$ cat src/rtl/bscan_pkg.sv
package bscan_pkg;

  localparam int unsigned SCAN_W  = 3;
  localparam int unsigned IDX_IN  = 0;
  localparam int unsigned IDX_OUT = 1;
  localparam int unsigned IDX_EN  = 2;
  localparam int unsigned MODE_W  = 2;

  typedef enum logic [MODE_W-1:0] {
    RT_THRU    = 2'b00,
    RT_TO_PAD  = 2'b01,
    RT_TO_CORE = 2'b10,
    RT_PAD_OFF = 2'b11
  } route_mode_e;

  typedef enum logic [MODE_W-1:0] {
    OP_IDLE   = 2'b00,
    OP_SAMPLE = 2'b01,
    OP_UPDATE = 2'b10,
    OP_SHIFT  = 2'b11
  } scan_op_e;

  typedef logic [SCAN_W-1:0] scan_vec_t;

endpackage

$ cat src/rtl/bscan_scan_stage.sv
module bscan_scan_stage
  import bscan_pkg::*;
(
  input  logic      tck,
  input  logic      trst_n,
  input  scan_op_e  op,
  input  scan_vec_t capture_vec,
  input  logic      scan_in,
  output scan_vec_t q
);

  scan_vec_t nxt;

  // Sample and shift act on the rising edge; idle and update hold
  always_comb begin
    nxt = q;
    unique case (op)
      OP_SAMPLE: nxt = capture_vec;
      OP_SHIFT:  nxt = {q[SCAN_W-2:0], scan_in};
      default:   nxt = q;
    endcase
  end

  always_ff @(posedge tck or negedge trst_n) begin
    if (!trst_n) q <= '0;
    else         q <= nxt;
  end

endmodule

$ cat src/rtl/bscan_update_stage.sv
module bscan_update_stage
  import bscan_pkg::*;
(
  input  logic      tck,
  input  logic      trst_n,
  input  logic      load,
  input  scan_vec_t d,
  output scan_vec_t q
);

  // Falling-edge load keeps the value put out stable through the shift edge
  always_ff @(negedge tck or negedge trst_n) begin
    if (!trst_n)   q <= '0;
    else if (load) q <= d;
  end

endmodule

$ cat src/rtl/bscan_route_mux.sv
module bscan_route_mux
  import bscan_pkg::*;
(
  input  route_mode_e route,
  input  logic        core_out,
  input  logic        core_en,
  input  logic        pad_in,
  input  scan_vec_t   upd,
  output logic        pad_out,
  output logic        pad_en,
  output logic        core_in
);

  always_comb begin
    pad_out = core_out;
    pad_en  = core_en;
    core_in = pad_in;
    unique case (route)
      RT_TO_PAD: begin
        pad_out = upd[IDX_OUT];
        pad_en  = upd[IDX_EN];
      end
      RT_TO_CORE: core_in = upd[IDX_IN];
      RT_PAD_OFF: pad_en = 1'b0;
      default: ;
    endcase
  end

endmodule

$ cat src/rtl/bscan_iocell.sv
module bscan_iocell
  import bscan_pkg::*;
(
  input  logic       tck,
  input  logic       trst_n,
  input  logic [1:0] route_mode,
  input  logic [1:0] scan_op,
  input  logic       scan_in,
  output logic       scan_out,
  input  logic       core_out,
  input  logic       core_en,
  output logic       core_in,
  input  logic       pad_in,
  output logic       pad_out,
  output logic       pad_en
);

  scan_op_e    op;
  route_mode_e route;
  scan_vec_t   cap_vec;
  scan_vec_t   cap_q;
  scan_vec_t   upd_q;

  assign op    = scan_op_e'(scan_op);
  assign route = route_mode_e'(route_mode);

  always_comb begin
    cap_vec          = '0;
    cap_vec[IDX_IN]  = pad_in;
    cap_vec[IDX_OUT] = core_out;
    cap_vec[IDX_EN]  = core_en;
  end

  bscan_scan_stage u_scan (
    .tck         (tck),
    .trst_n      (trst_n),
    .op          (op),
    .capture_vec (cap_vec),
    .scan_in     (scan_in),
    .q           (cap_q)
  );

  bscan_update_stage u_upd (
    .tck    (tck),
    .trst_n (trst_n),
    .load   (op == OP_UPDATE),
    .d      (cap_q),
    .q      (upd_q)
  );

  bscan_route_mux u_route (
    .route    (route),
    .core_out (core_out),
    .core_en  (core_en),
    .pad_in   (pad_in),
    .upd      (upd_q),
    .pad_out  (pad_out),
    .pad_en   (pad_en),
    .core_in  (core_in)
  );

  assign scan_out = cap_q[SCAN_W-1];

endmodule

$ cat config.mk
export PLATFORM = sky130hd
export DESIGN_NAME = bscan_iocell
export DESIGN_NICKNAME = d
export VERILOG_FILES = /design/src/rtl/bscan_pkg.sv /design/src/rtl/bscan_scan_stage.sv /design/src/rtl/bscan_update_stage.sv /design/src/rtl/bscan_route_mux.sv /design/src/rtl/bscan_iocell.sv
export SDC_FILE = /design/constraint.sdc
export NUM_CORES = 1
export LEC_CHECK = 0
export ABC_AREA = 0
export CAP_MARGIN = 20
export CORE_AREA = 2 2 39 41
export CTS_BUF_LIST = sky130_fd_sc_hd__clkbuf_8
export CTS_CLUSTER_DIAMETER = 200
export CTS_CLUSTER_SIZE = 25
export DETAILED_ROUTE_END_ITERATION = 7
export DIE_AREA = 0 0 41 43
export PLACE_DENSITY = 0.64
export SLEW_MARGIN = 15
export SYNTH_ARGS = -nofsm -noshare
export SYNTH_HDL_FRONTEND = slang
export SYNTH_SLANG_ARGS = --single-unit
$ cat constraint.sdc
create_clock -name tck -period 0.8 [get_ports tck]
set_input_delay 0.16 -clock tck [delete_from_list [all_inputs] [get_ports tck]]
set_output_delay 0.16 -clock tck [all_outputs]
set_load 0.05 [all_outputs]
==> reports/results.ini, run 1 <==
[synthesis]
ys_top_cells_by_area = dfrtn_1 (24%), dfrtp_1 (24%), mux2_4 (14%)
yosysWarnings = 0
synth_cell_types = 11
syn_avg_cell_area_um2 = 12.1
yosysTopAreaCell = dfrtn_1
seq_area_frac_synth_pct = 47.8
yosysTopAreaCellShare_pct = 23.9
ys_ff_latch = 6
synthesis.area_um2 = 314
syn_inst = 26
syn-num-nets = 36

[layout]
final_cells = 74
nets = 69
antenna_cells = 0
synthToLayoutAreaGrowth_pct = 116
fillers = 128
drive_gt1_share_pct = 56.9

[detailed_routing]
wl_per_cell_um = 9.50
via_per_inst = 4.08
drt_iter0_drc = 5
num_vias = 302
ant_nets = 0
dr.pass1.iters = 4
wl_um = 703
drc = 0

[place]
port_buffers = 13
dp_cells = 68
gp_congestion = 0.697

[global_route]
busiest_layer = met2
grt_use_total_pct = 9.63
grt_pass1_vias = 281
grt_util_met1_pct = 11.6
grt_pass1_wl_um = 1100
use_met2_pct = 13.8
use_met3_pct = 6.81
grt_remaining_overflow = 0
grt_max_degree = 7
grt_antenna_before_repair = 0

[timing]
setup_slack_ps = -760
holdWs_ps = 362
setup_tns_ps = -3660
worst_pin_slew_ps = 207
hold_viol = 0
relSlewSlack_pct = 86.1
setup_viol = 9
rsz0062_at_grt = yes
fin_skew_ps = 22.2
maxSlewViolCount = 0

[floorplanning]
die_x_um = 41
ios = 14
die-area_um2 = 1760
rows = 14
start_util_pct = 22.7
core_um2 = 1380
die_h_um = 43

[worst_hold_path]
hold_class = in -> async

[power_and_ir_drop]
ir_drop_mv = 1.73
power_density_nw_per_um2 = 2010
cellLeakagePower_nw = 0.334
power.total_mw = 1.37

[outcome]
status = finished, violations left
violations = negative setup slack

[worst_setup_path]
endpoint_kind = output pin
startpoint_type = register
required_ps = 640
criticalPathCategory = reg -> out
cp_max_fo = 2
cp_data_arrival_time_ps = 1400

[cts]
clkTransAtPathRegs_ps = 40
cts_buffer_depth = 2
htreeDepth = 1
cts_buffers = 3
cts_tree = done
cts_root_buf = clkbuf_8
insertion_delay_ps = 240
clkSinkCount = 6

[run]
maxCapViolations = 0

## cells by family after synthesis
group | count (synthesis) | synth area share (%)
multiplexers | 8 | 31.1
flip-flops | 6 | 47.8
AND/OR/NAND/NOR | 6 | 12.0
AO/OA/AOI/OAI | 4 | 6.77
buffers and inverters | 2 | 2.39
## flip-flops by register name, summed over array words and instances (netlist names)
register  flops
u_scan.q      3
u_upd.q       3
## repair_timing
item / CTS / global route
pin swaps: 3 / 2
buffers inserted: 0 / 5
setup endpoints to repair: 10 / 9
gates resized for setup: 13 / 6
endpoints found under the hold margin: 0 / 0
hold buffers: 0 / 0
## cells in the final DEF (no fill, tap or decap), types with 3 or more instances in the layout
| cell type | n |
|---|---|
| buf_4 | 12 |
| mux2_4 | 5 |
| clkdlybuf4s50_1 | 5 |
| mux2i_1 | 3 |
| nor2_1 | 3 |
| a21oi_1 | 3 |
| clkbuf_8 | 3 |
| buf_6 | 3 |
| dfrtn_1 | 3 |
## cells in the mapped netlist
library cell	number
a21oi_1	3
dfrtn_1	3
dfrtp_1	3
mux2_4	3
mux2i_1	3
nor2_1	3
inv_1	2
mux2_2	2
nand2b_1	2
nor2b_4	1
o22ai_1	1
## final timing paths
kind / startpoint / end / slack, ps / cells after the start
max: u_upd.q[0]$_DFFE_NN0N_ / core_in / -760 / 2
max reg2reg: u_scan.q[2]$_DFFE_PN0P_ / u_upd.q[2]$_DFFE_NN0N_ / -390 / 1
max in group asynchronous: trst_n / u_upd.q[0]$_DFFE_NN0N_ / 170 / 1
min in group tck: scan_op[1] / u_scan.q[0]$_DFFE_PN0P_ / 390 / 4
min reg2reg: u_upd.q[2]$_DFFE_NN0N_ / u_upd.q[2]$_DFFE_NN0N_ / 570 / 2
min: trst_n / u_scan.q[1]$_DFFE_PN0P_ / 360 / 2
## per-stage QoR
stage	util [%]	cell area [um2]	setup slack, ps
floorplan	-	337	-544
global placement	43.3	599	-895
detailed placement	43.3	599	-903
CTS	47.8	662	-763
global route	49.1	679	-792
finish	49.1	679	-760
## report_power, final
| part | switching [mW] | internal [mW] | leakage [nW] |
|---|---|---|---|
| registers | 0.0303 | 0.360 | 0.0657 |
| clock network | 0.128 | 0.329 | 0.0269 |
| logic | 0.200 | 0.319 | 0.241 |
## area by class of cell
cell class / count / area (um2) / share of cell area, %
repair buffers: 28 / 278 / 40.9
clock buffers: 3 / 41.3 / 6.08
inverters: 2 / 7.51 / 1.10
multi-input cells: 18 / 178 / 26.2
well taps: 16 / 20.0 / 2.95
flip-flops and latches: 6 / 151 / 22.3
clock inverters: 1 / 3.75 / 0.552
## worst max-delay path, cell delays in order, from the launching register on
cell and delay (ps):
dfrtn_1 330, mux2_4 280, buf_8 150
## per-layer routing
metal,vias to the layer above,routed length (um)
li1,154,-
met4,0,0
met3,0,71
met5,-,0
met1,135,300
met2,13,331
Note: power is estimated with default switching activity, not from simulation.
==> inputs of run 2 (changes only) <==
--- a/config.mk
+++ b/config.mk
@@ -5,7 +5,6 @@
 export SDC_FILE = /design/constraint.sdc
 export NUM_CORES = 1
 export LEC_CHECK = 0
-export ABC_AREA = 0
 export CAP_MARGIN = 20
 export CORE_AREA = 2 2 39 41
 export CTS_BUF_LIST = sky130_fd_sc_hd__clkbuf_8
@@ -13,7 +12,8 @@
 export CTS_CLUSTER_SIZE = 25
 export DETAILED_ROUTE_END_ITERATION = 7
 export DIE_AREA = 0 0 41 43
-export PLACE_DENSITY = 0.64
+export DONT_BUFFER_PORTS = 1
+export PLACE_DENSITY = 0.5
 export SLEW_MARGIN = 15
 export SYNTH_ARGS = -nofsm -noshare
 export SYNTH_HDL_FRONTEND = slang
==> reports/results.ini, run 2 (synthesis gave the netlist of run 1 again) <==
[outcome]
status = finished, violations left
violations = negative setup slack

[global_route]
grt_antenna_before_repair = 0  ; unchanged
grt_remaining_overflow = 0  ; unchanged
grt_max_degree = 8  ; +1
grt_pass1_vias = 269  ; -4.3%
grt_use_total_pct = 9.61  ; -0.019 points
grt_pass1_wl_um = 1010  ; -8.2%

[cts]
cts_buffer_depth = 2  ; unchanged
clkSinkCount = 6  ; unchanged
cts_tree = done
insertion_delay_ps = 240  ; about the same
cts_buffers = 3  ; unchanged
clkTransAtPathRegs_ps = 40  ; about the same
htreeDepth = 1  ; unchanged
cts_root_buf = clkbuf_8

[worst_hold_path]
min_path_cells = 1
hold_class = in -> reg
hold_start = scan_op[0]
worstHoldEndpoint = u_scan.q[2]$_DFFE_PN0P_

[worst_setup_path]
crit_start = u_upd.q[2]$_DFFE_NN0N_
endpoint_kind = output pin
startpoint_type = register
rr_startpoint = u_scan.q[2]$_DFFE_PN0P_
rrSetupSlack_ps = -390  ; about the same
cp_max_fo = 2  ; unchanged
required_ps = 640  ; about the same
crit_chain = inv_2 -> o22ai_4 -> buf_12
criticalPathCategory = reg -> out
timing.rr.end = u_upd.q[2]$_DFFE_NN0N_
cp_slowest_cell = dfrtn_1
cp_data_arrival_time_ps = 1370  ; -30 ps
reg2reg_depth = 1  ; unchanged
max_stage_delay_ps = 410  ; +80 ps

[floorplanning]
rows = 14  ; unchanged
die-area_um2 = 1760  ; unchanged
ios = 14  ; unchanged
core_um2 = 1380  ; unchanged
die_x_um = 41  ; unchanged
start_util_pct = 22.7  ; unchanged
die_h_um = 43  ; unchanged

[power_and_ir_drop]
ir_drop_mv = 0.824  ; -52%
cellLeakagePower_nw = 0.270  ; -19%
power_density_nw_per_um2 = 2340  ; +17%

[layout]
regArea_um2 = 151  ; unchanged
drive_gt1_share_pct = 58.1  ; +1.2 points
antenna_cells = 0  ; unchanged
final_cell_mix = mux2_4 (5), buf_4 (5), buf_6 (4)
utilization_pct = 40.2  ; -8.9 points
fillers = 131  ; +2.3%
synthToLayoutAreaGrowth_pct = 77.3
multi_input_area_um2 = 188  ; +5.6%
final_cells = 59  ; -20%
nets = 54  ; -22%
top_regs = u_scan.q: 3 flops, u_upd.q: 3 flops

[place]
port_buffers = 0  ; -13
dp_cells = 49  ; -28%
place_hpwl_um = 518
gp_congestion = 0.608  ; -13%

[timing]
hold_viol = 0  ; unchanged
worst_pin_slew_ps = 201  ; -6.38 ps
setup_slack_ps = -731  ; +29.2 ps
setup_viol = 10  ; +1
fin_skew_ps = 22.2  ; +0.0312 ps
relSlewSlack_pct = 86.6  ; +0.47 points
rsz0062_at_grt = yes
maxSlewViolCount = 0  ; unchanged
holdWs_ps = 17.7  ; -344 ps

[detailed_routing]
num_vias = 258  ; -15%
ant_nets = 0  ; unchanged
wl_per_cell_um = 12.8  ; +34%
wl_um = 753  ; +7.1%
dr.pass1.iters = 2  ; -2
via_per_inst = 4.37  ; +7.2%
drc = 0  ; unchanged
drt_iter0_drc = 2  ; -3

[run]
maxCapViolations = 0  ; unchanged

-- run 2: per-layer routing --
| metal | track usage [%] | part of all wire (%) | vias to the layer above |
|---|---|---|---|
| met5 | 0 | 0 | - |
| met4 | 12.0 | 3.2 | 0 |
| met3 | 5.76 | 13 | 4 |
| met2 | 13.1 | 52 | 12 |
| met1 | 7.89 | 32 | 120 |
| li1 | - | - | 122 |
-- run 2: worst max path at each step --
stage / endpoint / slack, ps / cells past startpoint
after floorplan: u_upd.q[2]$_DFFE_NN0N_ / -540 / 1
final: pad_en / -730 / 3
after global placement: pad_en / -480 / 3
after CTS: pad_en / -740 / 3
after global routing: pad_en / -770 / 3
after detailed placement: pad_en / -480 / 3
-- run 2: repair_timing --
item | CTS | global route
pin swaps | 2 | 1
setup endpoints to repair | 9 | 12
hold buffers | 1 | 1
hold endpoints to repair | 6 | 3
resized for setup | 4 | 8
buffers inserted | 0 | 4
-- run 2: power by group --
part           internal [mW]  switching [mW]
Combinational          0.258           0.181
Sequential             0.360          0.0325
Clock                  0.331           0.142
Total                  0.949           0.356
-- run 2: worst max-delay path, delay by kind of cell, from the launching register on --
family / cells / cell delay (ps)
flops: 1 / 410
compound gates: 1 / 110
buf+inv: 2 / 210
-- run 2: metrics by stage --
step	power, mW	setup slack (ps)	area (um2)	setup TNS (ps)
after CTS	1.24	-743	488	-3550
after global routing	1.37	-766	557	-4010
final	1.30	-731	557	-3780
after global placement	0.717	-475	422	-2650
after detailed placement	0.720	-483	422	-2690
after floorplan	0.606	-544	337	-2670
-- run 2: cell type report --
cell class	count	share of cell area [%]
Multi-Input combinational cell	18	33.7
Sequential cell	6	27.2
Timing Repair Buffer	13	26.1
Clock buffer	3	7.42
Tap cell	16	3.60
Inverter	2	1.35
Clock inverter	1	0.674
